File: src/rtl/mtil_pkg.sv
package mtil_pkg;
    typedef logic slot_t;
    localparam slot_t SLOT_LOWER = 1'b0;
    localparam slot_t SLOT_UPPER = 1'b1;
    localparam int unsigned NUM_HALVES = 2;
    localparam int unsigned SLOTS_PER_WINDOW = 2;
endpackage

File: src/rtl/mtil_phase.sv
module mtil_phase
    import mtil_pkg::*;
#(
    parameter int unsigned BEATS = 8,
    localparam int unsigned BEAT_W = $clog2(BEATS),
    localparam int unsigned PH_W = BEAT_W + 1
) (
    input  logic            clk,
    input  logic            rst_n,
    output logic [PH_W-1:0] ph,
    output logic            slot_end,
    output slot_t           nxt_slot
);
    typedef struct packed {
        logic [PH_W-1:0] ph;
    } st_t;

    st_t s_d, s_q;

    always_comb begin
        s_d    = s_q;
        s_d.ph = s_q.ph + PH_W'(1);
    end

    always_ff @(posedge clk or negedge rst_n) begin
        if (!rst_n) s_q <= '0;
        else        s_q <= s_d;
    end

    // Last beat of the current slot; the following slot is the other one.
    assign ph       = s_q.ph;
    assign slot_end = &s_q.ph[BEAT_W-1:0];
    assign nxt_slot = s_q.ph[PH_W-1] ? SLOT_LOWER : SLOT_UPPER;
endmodule

File: src/rtl/mtil_half.sv
module mtil_half
    import mtil_pkg::*;
#(
    parameter int unsigned LINKS = 8,
    parameter int unsigned BEATS = 8,
    localparam int unsigned BEAT_W = $clog2(BEATS),
    localparam int unsigned WORD_W = LINKS * BEATS
) (
    input  logic              clk,
    input  logic              rst_n,
    input  logic [BEAT_W-1:0] beat_idx,
    input  logic              slot_end,
    input  slot_t             nxt_slot,
    input  logic              in_v,
    input  slot_t             in_slot,
    input  logic [WORD_W-1:0] in_word,
    output logic [LINKS-1:0]  links,
    output logic              active,
    output logic              drop
);
    typedef struct packed {
        logic [SLOTS_PER_WINDOW-1:0]             stg_v;
        logic [SLOTS_PER_WINDOW-1:0][WORD_W-1:0] stg_w;
        logic                                    skid_v;
        slot_t                                   skid_slot;
        logic [WORD_W-1:0]                       skid_w;
        logic                                    cur_v;
        logic [WORD_W-1:0]                       cur_w;
    } st_t;

    st_t s_d, s_q;

    always_comb begin
        s_d  = s_q;
        drop = 1'b0;
        // Slot boundary: the staged word of the coming slot becomes current.
        if (slot_end) begin
            s_d.cur_v           = s_q.stg_v[nxt_slot];
            s_d.cur_w           = s_q.stg_w[nxt_slot];
            s_d.stg_v[nxt_slot] = 1'b0;
        end
        // Spare register moves forward once its slot has room.
        if (s_d.skid_v && !s_d.stg_v[s_d.skid_slot]) begin
            s_d.stg_v[s_d.skid_slot] = 1'b1;
            s_d.stg_w[s_d.skid_slot] = s_d.skid_w;
            s_d.skid_v               = 1'b0;
        end
        // New word: own slot first, spare register second.
        if (in_v) begin
            if (!s_d.stg_v[in_slot]) begin
                s_d.stg_v[in_slot] = 1'b1;
                s_d.stg_w[in_slot] = in_word;
            end else if (!s_d.skid_v) begin
                s_d.skid_v    = 1'b1;
                s_d.skid_slot = in_slot;
                s_d.skid_w    = in_word;
            end else begin
                drop = 1'b1;
            end
        end
    end

    always_ff @(posedge clk or negedge rst_n) begin
        if (!rst_n) s_q <= '0;
        else        s_q <= s_d;
    end

    for (genvar k = 0; k < LINKS; k++) begin : g_link
        logic [BEATS-1:0] lane;
        assign lane     = s_q.cur_w[k*BEATS +: BEATS];
        assign links[k] = s_q.cur_v & lane[beat_idx];
    end

    assign active = s_q.cur_v;
endmodule

File: src/rtl/mtil_interleaver.sv
module mtil_interleaver
    import mtil_pkg::*;
#(
    parameter int unsigned LINKS_PER_HALF = 8,
    parameter int unsigned BEATS = 8,
    parameter int unsigned BANK_W = 4,
    localparam int unsigned WORD_W = LINKS_PER_HALF * BEATS,
    localparam int unsigned BEAT_W = $clog2(BEATS),
    localparam int unsigned PH_W = BEAT_W + 1
) (
    input  logic                             clk,
    input  logic                             rst_n,
    input  logic                             col_valid,
    input  logic [BANK_W-1:0]                col_bank,
    input  logic [WORD_W-1:0]                col_data,
    output logic [NUM_HALVES*LINKS_PER_HALF-1:0] link_o,
    output logic                             beat_a_o,
    output logic                             beat_b_o
);
    logic [PH_W-1:0]       ph;
    logic                  slot_end;
    slot_t                 nxt_slot;
    slot_t                 col_slot;
    logic [NUM_HALVES-1:0] beat;
    logic [NUM_HALVES-1:0] drop;
    logic                  unused_bank;

    assign col_slot    = col_bank[BANK_W-1];
    assign unused_bank = ^col_bank;

    mtil_phase #(.BEATS(BEATS)) u_phase (
        .clk      (clk),
        .rst_n    (rst_n),
        .ph       (ph),
        .slot_end (slot_end),
        .nxt_slot (nxt_slot)
    );

    for (genvar h = 0; h < NUM_HALVES; h++) begin : g_half
        mtil_half #(.LINKS(LINKS_PER_HALF), .BEATS(BEATS)) u_half (
            .clk      (clk),
            .rst_n    (rst_n),
            .beat_idx (ph[BEAT_W-1:0]),
            .slot_end (slot_end),
            .nxt_slot (nxt_slot),
            .in_v     (col_valid && (col_bank[0] == 1'(h))),
            .in_slot  (col_slot),
            .in_word  (col_data),
            .links    (link_o[h*LINKS_PER_HALF +: LINKS_PER_HALF]),
            .active   (beat[h]),
            .drop     (drop[h])
        );
    end

    assign beat_a_o = beat[0];
    assign beat_b_o = beat[1];
endmodule

File: config.mk
export PLATFORM = sky130hd
export DESIGN_NAME = mtil_interleaver
export DESIGN_NICKNAME = d
export VERILOG_FILES = /design/src/rtl/mtil_pkg.sv /design/src/rtl/mtil_phase.sv /design/src/rtl/mtil_half.sv /design/src/rtl/mtil_interleaver.sv
export SDC_FILE = /design/constraint.sdc
export NUM_CORES = 1
export LEC_CHECK = 0
export BUFFER_PORTS_ARGS = -buffer_cell sky130_fd_sc_hd__buf_4
export CORE_MARGIN = 1
export CORE_UTILIZATION = 40
export CTS_CLUSTER_DIAMETER = 40
export CTS_CLUSTER_SIZE = 30
export DETAILED_ROUTE_END_ITERATION = 10
export PLACE_DENSITY_LB_ADDON = 0.1
export SYNTH_ARGS = -nofsm -noshare
export SYNTH_HDL_FRONTEND = slang
export SYNTH_SLANG_ARGS = --single-unit
export TNS_END_PERCENT = 5
File: constraint.sdc
create_clock -name clk -period 2.1 [get_ports clk]
set_input_delay 0.105 -clock clk [delete_from_list [all_inputs] [get_ports clk]]
set_output_delay 0.105 -clock clk [all_outputs]
set_load 0.01 [all_outputs]
### After elaboration in Yosys (flattened, before gate mapping)

Cells that the tools add are included.

| storage, ports and cells | value |
|---|---|
| input bits | 71 |
| word-level logic and storage cells | 145 |
| register bits | 526 |

| cells by class | value |
|---|---|
| mux-type cells | 79 |
| bitwise gates (word level) | 26 |
| add/subtract/negate cells | 1 |
| reductions and logical operators | 13 |
| order comparisons | 9 |

Operators with widths:

| operator | number |
|---|---|
| $bwmux 128 | 4 |
| $mux 64 | 7 |
| $mux 196 | 2 |
| $mux 131 | 2 |
| $mux 130 | 2 |
| $demux 64 s1 | 3 |
| $mux 66 | 2 |
| $mux 65 | 2 |
| $bmux 1 s3 | 16 |
| $mux 1 | 33 |
| $and 1x1->1 | 16 |
| $reduce_and 3->1 | 3 |
| $logic_and 1x1->1 | 8 |
| $lt 1x2->1 const B | 4 |
| $or 2x2->2 | 4 |
| $add 4x1->4 const B | 1 |
| $and 2x2->2 | 2 |
| $demux 1 s1 | 4 |
| $ge 1x1->1 const B | 4 |
| $lt 3x4->1 const B | 1 |
| $mux 2 | 2 |
| $not 1->1 | 3 |
| $logic_not 1->1 | 2 |
| $not 2->2 | 1 |

### Logic depth before layout (Yosys ltp)

Gate-level depths: netlist of the first run.

| depth | value |
|---|---|
| depth after elaboration | 17 |
| mapped depth | 11 |

### By module

From an unflattened synthesis of the first run, not the netlist that was laid out.

| second synthesis, totals | value |
|---|---|
| cells, all modules | 2116 |
| area total of the unflattened synthesis | 24113.1 um2 |

By module, submodules not included:

| module | cells each | times used | area an instance (um2) | seq. area each (um2) |
|---|---|---|---|---|
| mtil_half | 1052 | 2 | 11975.2 | 6531.3 |
| mtil_phase | 10 | 1 | 146.4 | 100.1 |
| mtil_interleaver | 2 | 1 | 16.3 | 0.0 |

### Least setup slack after synthesis of the first run

No wires, ideal clock.

| path | value |
|---|---|
| kind | register to register |
| from | reg u_phase.s_q, in the netlist u_phase.ph[0] |
| to | reg g_half[0].u_half.s_q[100] in the netlist's numbering |
| data arrival time | 2.140 ns |
| cell stages (with the launch flop) | 10 |
| data required time | 1.975 ns |
| path slack | -0.165 ns |
| library setup time | 0.125 ns |
| period minus slack after synthesis | 2.265 ns |
| cell sequence | dfrtp_1 -> ha_1 -> ha_1 -> buf_4 -> nand2_1 -> a211oi_1 -> a211o_1 -> nor2_8 -> buf_6 -> mux2_4 |

| on the way | value |
|---|---|
| longest elaborated chain between the ends | 10 |
| elaborated cells between the ends (all ways) | 12 |
| those cells by class | 6 x mux; 2 x bitwise; 4 x reduce/logical |

RTL lines:

| what | RTL line | RTL |
|---|---|---|
| from (decl) | mtil_phase.sv:18 | `st_t s_d, s_q;` |
| from (signal assigned) | mtil_phase.sv:26 | `if (!rst_n) s_q <= '0;` |
| from (signal assigned) | mtil_phase.sv:27 | `else s_q <= s_d;` |
| $reduce_and 3->1 * | mtil_phase.sv:32 | `assign slot_end = &s_q.ph[BEAT_W-1:0];` |
| $mux 2 * | mtil_half.sv:37 | `if (slot_end) begin` |
| $mux 1 (not written as such) (2 in a row) | mtil_half.sv:43 | `if (s_d.skid_v && !s_d.stg_v[s_d.skid_slot]) begin` |
| $logic_not 1->1 | mtil_half.sv:43 |  |
| $logic_and 1x1->1 | mtil_half.sv:43 |  |
| $mux 131 * | mtil_half.sv:43 |  |
| $mux 1 (not written as such) (2 in a row) | mtil_half.sv:50 | `if (!s_d.stg_v[in_slot]) begin` |
| $reduce_and 3->1 (no source line) * | - |  |
| to (signal assigned) | mtil_half.sv:64 | `if (!rst_n) s_q <= '0;` |
| to (signal assigned) | mtil_half.sv:65 | `else s_q <= s_d;` |
| to (decl) | mtil_half.sv:31 | `st_t s_d, s_q;` |

Mark *: on every way between the ends. The rest lies on a longest branch, timed or not. The select of a mux whose other input is x is not followed.
A chain may end at the register's enable or synchronous reset.

### Worst setup path in the final report of the first run

| path | value |
|---|---|
| from | reg u_phase.s_q, in the netlist u_phase.ph[0] |
| to | out link_o[9] |

| on the way | value |
|---|---|
| longest elaborated chain between the ends | 3 |

RTL lines:

| what | RTL line | RTL |
|---|---|---|
| $bmux 1 s3 | mtil_half.sv:71 | `assign links[k] = s_q.cur_v & lane[beat_idx];` |
| $mux 1 (not written as such) | mtil_half.sv:71 |  |
| $and 1x1->1 | mtil_half.sv:71 |  |
| to (decl) | mtil_interleaver.sv:16 | `output logic [NUM_HALVES*LINKS_PER_HALF-1:0] link_o,` |

Every way passes these cells. The select of a mux whose other input is x is not followed.

==> key figures, run 1 <==
Status
  – Outcome: complete, but fails checks
  – Violated checks: setup timing

Setup path
  – R2R Setup Slk: -0.21 ns
  – Crit-path cells: buf_12, buf_16, mux4_2, mux2i_2, nor2b_1, buf_4
  – Reg2reg end: g_half[1].u_half.s_q[127]
  – Crit path DAT: roughly 2.3 ns
  – Worst setup path start: u_phase.ph[0]
  – Slowest-stage cell, CP: mux4_2
  – Crit start category: register
  – Buf+Inv Stages, Crit Path: 3
  – Instance count on the critical path: 6
  – Worst Reg-to-Reg Cells: 9
  – CP Class: reg2out
  – CP required: ~2.0 ns
  – Launch point of the worst reg-to-reg path: u_phase.ph[1]
  – Crit path max-delay family: multiplexers
  – Max FO, Critical Path: 7
  – CP peak stage delay: 0.53 ns
  – CP Capture Type: output pin

Yosys
  – Avg Inst Size Synth: roughly 12 µm²
  – Cells after Synth: approximately 2,100
  – Unique cell type count in the Yosys netlist: 41
  – Synth Cell Area: 24,200 µm²
  – Syn nets: approximately 2,200
  – EDFF count, synth: 0
  – Yosys warns: 0
  – Synth top area share: 0.544
  – Sequential area share after synthesis: 0.544
  – Synth top area cells: dfrtp_1 (54%), mux2i_1 (17%), o21ai_0 (5.3%)
  – Seq cells post-synth: around 530
  – Yosys top cell by area: dfrtp_1
  – Dominant synthesized flop cell: dfrtp_1
  – Ys async rst share: 1.00

Routing
  – Number of DRC markers in iteration 0: around 950
  – Number of remaining DRC errors: 0
  – DR vias: around 16,000
  – Antenna Nets Post-Route: 0
  – Drt pass-1 iters: 5
  – Routed len/inst: 20.0 µm
  – Final wirelength: 62.7 mm
  – Number of vias per cell: roughly 5.2

Placement
  – GP Congestion: between 0.7 and 0.8
  – HPWL Detailed: approximately 37 mm
  – I/O Buffers: 86
  – Dpl cells: approximately 2,900

Cells and area
  – Most frequent cells in the layout: dfrtp_1 (523), mux2i_1 (401), nand2_1 (263)
  – Storage cell area: between 10,000 and 15,000 µm²
  – Post-layout util: 0.517
  – Nets@finish: 2,366
  – Post-Layout Cell Count: roughly 3,100
  – Fillers: roughly 5,200
  – Multi-input gate area: 10,500 µm²
  – Area grow syn2layout: 26.9%
  – Commonest non-fill, non-tap cell in the layout: dfrtp_1
  – Share of layout cells above drive strength 1: 0.209

Flow run
  – Max-cap violations: 0

Floorplanning
  – Core Area: 59,400 µm²
  – Top Ports: approximately 90
  – Die height: 248 µm
  – Die X: about 250 µm
  – Row count: 89
  – Initial Util: 0.408
  – Die footprint: 61,500 µm²

STA
  – Tcrit/Tclk final: 1.15
  – Fin crit period: around 2.4 ns
  – FMAX: roughly 420 MHz
  – Slew HR: 0.416
  – Max Slew Vio Count: 0
  – Layout Skew: roughly 0.019 ns
  – Final Setup Violations: 258
  – Worst Max-Slew Pin Slew: 0.876 ns
  – Hold Slack: around 0.28 ns
  – Final Hold Violating Endpoints: 0
  – Final worst slack: -0.305 ns
  – RSZ-0062 raised after global routing: yes

Worst hold path
  – Worst Hold Class: in2reg
  – Hold_sp: col_data[7]
  – WHS Path Cells: 4
  – Min-Delay Endpoint: g_half[1].u_half.s_q[138]

Pwr
  – Power Density: between 1000 and 1500 nW/µm²
  – P_leak: 12.1 nW
  – Power, Total: roughly 0.043 W
  – VDD IR max: ~0.0007 V

CTS
  – Num CTS Buffers: ~90
  – Clk_lat worst skew: 0.62 ns
  – H-tree levels: 3
  – CTS Root Cell: clkbuf_16
  – CTS sink cnt: approximately 530
  – CTS tree: done
  – CTS Buffer Depth: 3
  – Clock Pin Slew Worst Setup and Hold Paths: 0.05 ns

Global routing
  – GRT Util Overall: 0.209
  – Largest net degree at the start of global routing: 100
  – Global-route wire length before repair: slightly below 100 mm
  – Vias in the first global route: roughly 17,000
  – Antenna violations before repair: 2
  – Congestion Overflow GR: 0
[area by class of cell]
type	instances	area share
flip-flops and latches	526	0.429
multi-input cells	1404	0.341
repair buffers	269	0.0987
clock buffers	106	0.0776
well taps	773	0.0315
clock inverters	57	0.0213
inverters	3	0.000367
diodes	1	0.0000815
[synthesized netlist by cell type (2+ instances only)]
library cell,count
a21oi_1,134
buf_2,49
nor2_1,132
nand3_1,4
mux2_2,19
and3_1,2
a21boi_1,2
mux2_1,50
nor2b_1,20
o31ai_1,2
clkbuf_1,70
mux2_4,60
o21ai_0,258
nand2_1,264
inv_1,3
mux4_2,32
buf_4,10
ha_1,2
buf_6,11
dfrtp_1,526
nand2b_1,2
buf_1,12
mux2i_1,403
[through the flow]
step | setup TNS [ns] | setup slack, ns | cell area [µm²]
finish | -38.51 | -0.305 | 30700
global route | -69.62 | -0.404 | 30700
CTS | -39.74 | -0.391 | 30500
floorplan | -1.87 | -0.0311 | 24300
detailed placement | -46.31 | -0.296 | 26500
global placement | -41.90 | -0.254 | 26500
[registers in the layout (all words and copies together), names as in the netlist]
name                       cells
g_half.u_half.active           2
g_half.u_half.g_link.lane    128
g_half.u_half.s_q            392
u_phase.ph                     4
[routing by layer]
| metal | GRT usage | share of wire | up-vias |
|---|---|---|---|
| met2 | 0.327 | 0.46 | 266 |
| met1 | 0.301 | 0.49 | 8276 |
| met3 | 0.0345 | 0.035 | 84 |
| met5 | 0 | 0 | - |
| li1 | - | - | 7776 |
| met4 | 0.0541 | 0.016 | 0 |
[tightest hold or removal path: stages]
cell	delay (ns)
dlygate4sd3_1	0.52
buf_4	0.13
nand2_1	0.04
o21ai_0	0.06
[worst max path at each step]
stage                                            to  slack (ns)
after detailed placement   g_half[1].u_half.s_q[99]       -0.30
after floorplan           g_half[0].u_half.s_q[100]       -0.03
after CTS                                 link_o[1]       -0.39
final                                     link_o[9]       -0.30
after global routing                      link_o[9]       -0.40
after global placement     g_half[1].u_half.s_q[99]       -0.25
[cells by family after synthesis]
| logic type | after synthesis | synth area share |
|---|---|---|
| AOI/OAI and AO/OA | 406 | 0.0859 |
| muxes | 564 | 0.266 |
| buffers and inverters | 155 | 0.0315 |
| adders and majority gates | 2 | 0.00103 |
| xor gates and xnor gates | 2 | 0.000724 |
| DFF | 526 | 0.544 |
| and+or+nand+nor | 430 | 0.0711 |
[where the power goes]
| part | internal (W) | leakage [nW] | switching (W) |
|---|---|---|---|
| logic | 0.00540 | 4.39 | 0.00427 |
| clock network | 0.00941 | 1.45 | 0.00523 |
| registers | 0.0152 | 6.25 | 0.00301 |
[repair_timing]
item | 4_1_cts | 5_1_grt
endpoints found under the setup margin | 288 | 451
pin swaps | 4 | 8
resized for setup | 27 | 27
cloned | 2 | 4
setup buffers | 8 | 1
hold buffers | 71 | 0
endpoints found under the hold margin | 917 | 0
(Power assumes the default switching activity.)
==> run 2: changes to the inputs <==
--- a/config.mk
+++ b/config.mk
@@ -12,6 +12,7 @@
 export CTS_CLUSTER_SIZE = 30
 export DETAILED_ROUTE_END_ITERATION = 10
 export PLACE_DENSITY_LB_ADDON = 0.1
+export RECOVER_POWER = 100
 export SYNTH_ARGS = -nofsm -noshare
 export SYNTH_HDL_FRONTEND = slang
 export SYNTH_SLANG_ARGS = --single-unit
==> key figures, run 2 (same netlist as run 1, synthesis figures left out) <==
Routing
  – Antenna Nets Post-Route: 0 (unchanged)
  – DR vias: 16,400 (-0.0061%)
  – Number of vias per cell: 5.22 (about the same)
  – Number of DRC markers in iteration 0: 956 (+0.84%)
  – Routed len/inst: 19.9 µm (-0.23%)
  – Drt pass-1 iters: 5 (unchanged)
  – Number of remaining DRC errors: 0 (unchanged)
  – Final wirelength: 62.6 mm (-0.20%)

Floorplanning
  – Row count: 89 (unchanged)
  – Core Area: 59,400 µm² (unchanged)
  – Die height: 248 µm (unchanged)
  – Die footprint: 61,500 µm² (unchanged)
  – Die X: 248 µm (unchanged)
  – Initial Util: 0.408 (unchanged)
  – Top Ports: 89 (unchanged)

Pwr
  – VDD IR max: 0.000683 V (+0.19%)
  – Power, Total: 0.0426 W (about the same)
  – P_leak: 12.1 nW (about the same)
  – Power Density: 1390 nW/µm² (about the same)

Setup path
  – Launch point of the worst reg-to-reg path: u_phase.ph[1]
  – Worst Reg-to-Reg Cells: 9 (unchanged)
  – Crit path DAT: 2.30 ns (about the same)
  – R2R Setup Slk: -0.21 ns (about the same)
  – CP peak stage delay: 0.57 ns (+0.04 ns)
  – Reg2reg end: g_half[1].u_half.s_q[127]
  – Crit start category: register
  – Crit-path cells: buf_12, buf_16, mux4_2, mux2i_1, nor2b_1, buf_4
  – CP Capture Type: output pin
  – CP Class: reg2out
  – CP required: 2.00 ns (about the same)
  – Slowest-stage cell, CP: mux4_2
  – Max FO, Critical Path: 7 (unchanged)

Cells and area
  – Post-route cell area: 30,700 µm² (about the same)
  – Fillers: 5,203 (+0.019%)
  – Storage cell area: 13,200 µm² (unchanged)
  – Commonest non-fill, non-tap cell in the layout: dfrtp_1
  – Area grow syn2layout: 26.8% (about the same)
  – Nets@finish: 2,366 (unchanged)
  – Share of layout cells above drive strength 1: 0.208 (-0.000423)
  – Multi-input gate area: 10,500 µm² (unchanged)
  – Flip-flop count of the largest register after layout: 392 (unchanged)
  – Top reg by flops: g_half.u_half.s_q
  – Most frequent cells in the layout: dfrtp_1 (523), mux2i_1 (401), nand2_1 (263)

STA
  – Final worst slack: -0.308 ns (-0.00354 ns)
  – Final Setup Violations: 588 (+130%)
  – RSZ-0062 raised after global routing: yes
  – Final Hold Violating Endpoints: 0 (unchanged)
  – Slew HR: -0.101 (-0.517)
  – Tcrit/Tclk final: 1.15 (+0.00169)
  – Worst Max-Slew Pin Slew: 1.65 ns (+0.775 ns)
  – Fin crit period: 2.41 ns (+0.00354 ns)
  – Layout Skew: 0.0197 ns (+0.000326 ns)
  – FMAX: 415 MHz (-0.15%)
  – Max Slew Vio Count: 5 (+5)
  – Hold Slack: 0.283 ns (-0.000627 ns)

CTS
  – CTS tree: done
  – Clk_lat worst skew: 0.62 ns (about the same)
  – CTS sink cnt: 526 (unchanged)
  – CTS Buffer Depth: 3 (unchanged)
  – Clock Pin Slew Worst Setup and Hold Paths: 0.05 ns (about the same)
  – H-tree levels: 3 (unchanged)
  – CTS Root Cell: clkbuf_16
  – Num CTS Buffers: 89 (unchanged)

Placement
  – I/O Buffers: 86 (unchanged)
  – GP Congestion: 0.736 (unchanged)
  – HPWL Detailed: 37.0 mm (unchanged)
  – Dpl cell area: 26,500 µm² (unchanged)

Status
  – Outcome: complete, but fails checks
  – Violated checks: capacitance limit, slew limit, setup timing

Global routing
  – GR Util met1: 0.301 (unchanged)
  – Met3 usage: 0.0345 (unchanged)
  – Global-route wire length before repair: 98.8 mm (unchanged)
  – Antenna violations before repair: 2 (unchanged)
  – Most used routing layer: met2
  – GR Util met2: 0.327 (unchanged)
  – Vias in the first global route: 17,000 (unchanged)
  – Largest net degree at the start of global routing: 100 (unchanged)
  – Congestion Overflow GR: 0 (unchanged)
  – GRT Util Overall: 0.209 (unchanged)

Worst hold path
  – WHS Path Cells: 4 (unchanged)
  – Min-Delay Endpoint: g_half[1].u_half.s_q[138]
  – Worst Hold Class: in2reg
  – Hold_sp: col_data[7]

Flow run
  – Max-cap violations: 1 (+1)
-- run 2: critical path: cells and delay by family, from the launching register on --
kind | cells | cell delay, ns
mux | 2 | 0.73
buf+inv | 3 | 0.48
flops | 1 | 0.38
simple gates | 1 | 0.09
-- run 2: cell type report --
class,instances,share of cell area
flip-flops and latches,526,0.429
inverters,3,0.000367
diodes,2,0.000163
well taps,773,0.0315
repair buffers,269,0.0984
multi-input cells,1404,0.342
clock inverters,57,0.0213
clock buffers,106,0.0777
-- run 2: repair_timing --
item	in CTS	in global routing
pin swaps	4	8
gates resized for setup	27	27
cloned	2	4
hold buffers	71	0
endpoints found under the setup margin	288	451
hold endpoints to repair	917	0
setup buffers	8	1
-- run 2: worst max path at each step --
stage	start	to	slack, ns
5_1_grt	u_phase.ph[0]	link_o[9]	-0.40
6_report	u_phase.ph[0]	link_o[14]	-0.31
3_3_place_gp	u_phase.ph[1]	g_half[1].u_half.s_q[99]	-0.25
3_5_place_dp	u_phase.ph[1]	g_half[1].u_half.s_q[99]	-0.30
4_1_cts	u_phase.ph[0]	link_o[1]	-0.39
2_1_floorplan	u_phase.ph[1]	g_half[0].u_half.s_q[100]	-0.03
-- run 2: metal layers --
layer  part of all wire  vias to the layer above  routed length (µm)
li1                   -                     7776                   -
met1               0.49                     8289               30600
met2               0.46                      253               28900
met3              0.034                       83                2100
met4              0.016                        0                1020
met5                  0                        -                   0
-- run 2: through the flow --
step | setup TNS [ns] | util | instances | setup slack (ns)
after floorplan | -1.87 | - | 2085 | -0.0311
after global placement | -41.90 | 0.446 | 2892 | -0.254
after detailed placement | -46.31 | 0.446 | 2892 | -0.296
after CTS | -39.74 | 0.514 | 3135 | -0.391
after global routing | -159.24 | 0.517 | 3140 | -0.404
final | -69.35 | 0.517 | 3140 | -0.308
-- run 2: where the power goes --
| group | switching, W | internal [W] |
|---|---|---|
| logic | 0.00427 | 0.00540 |
| clock network | 0.00524 | 0.00941 |
| registers | 0.00301 | 0.0152 |
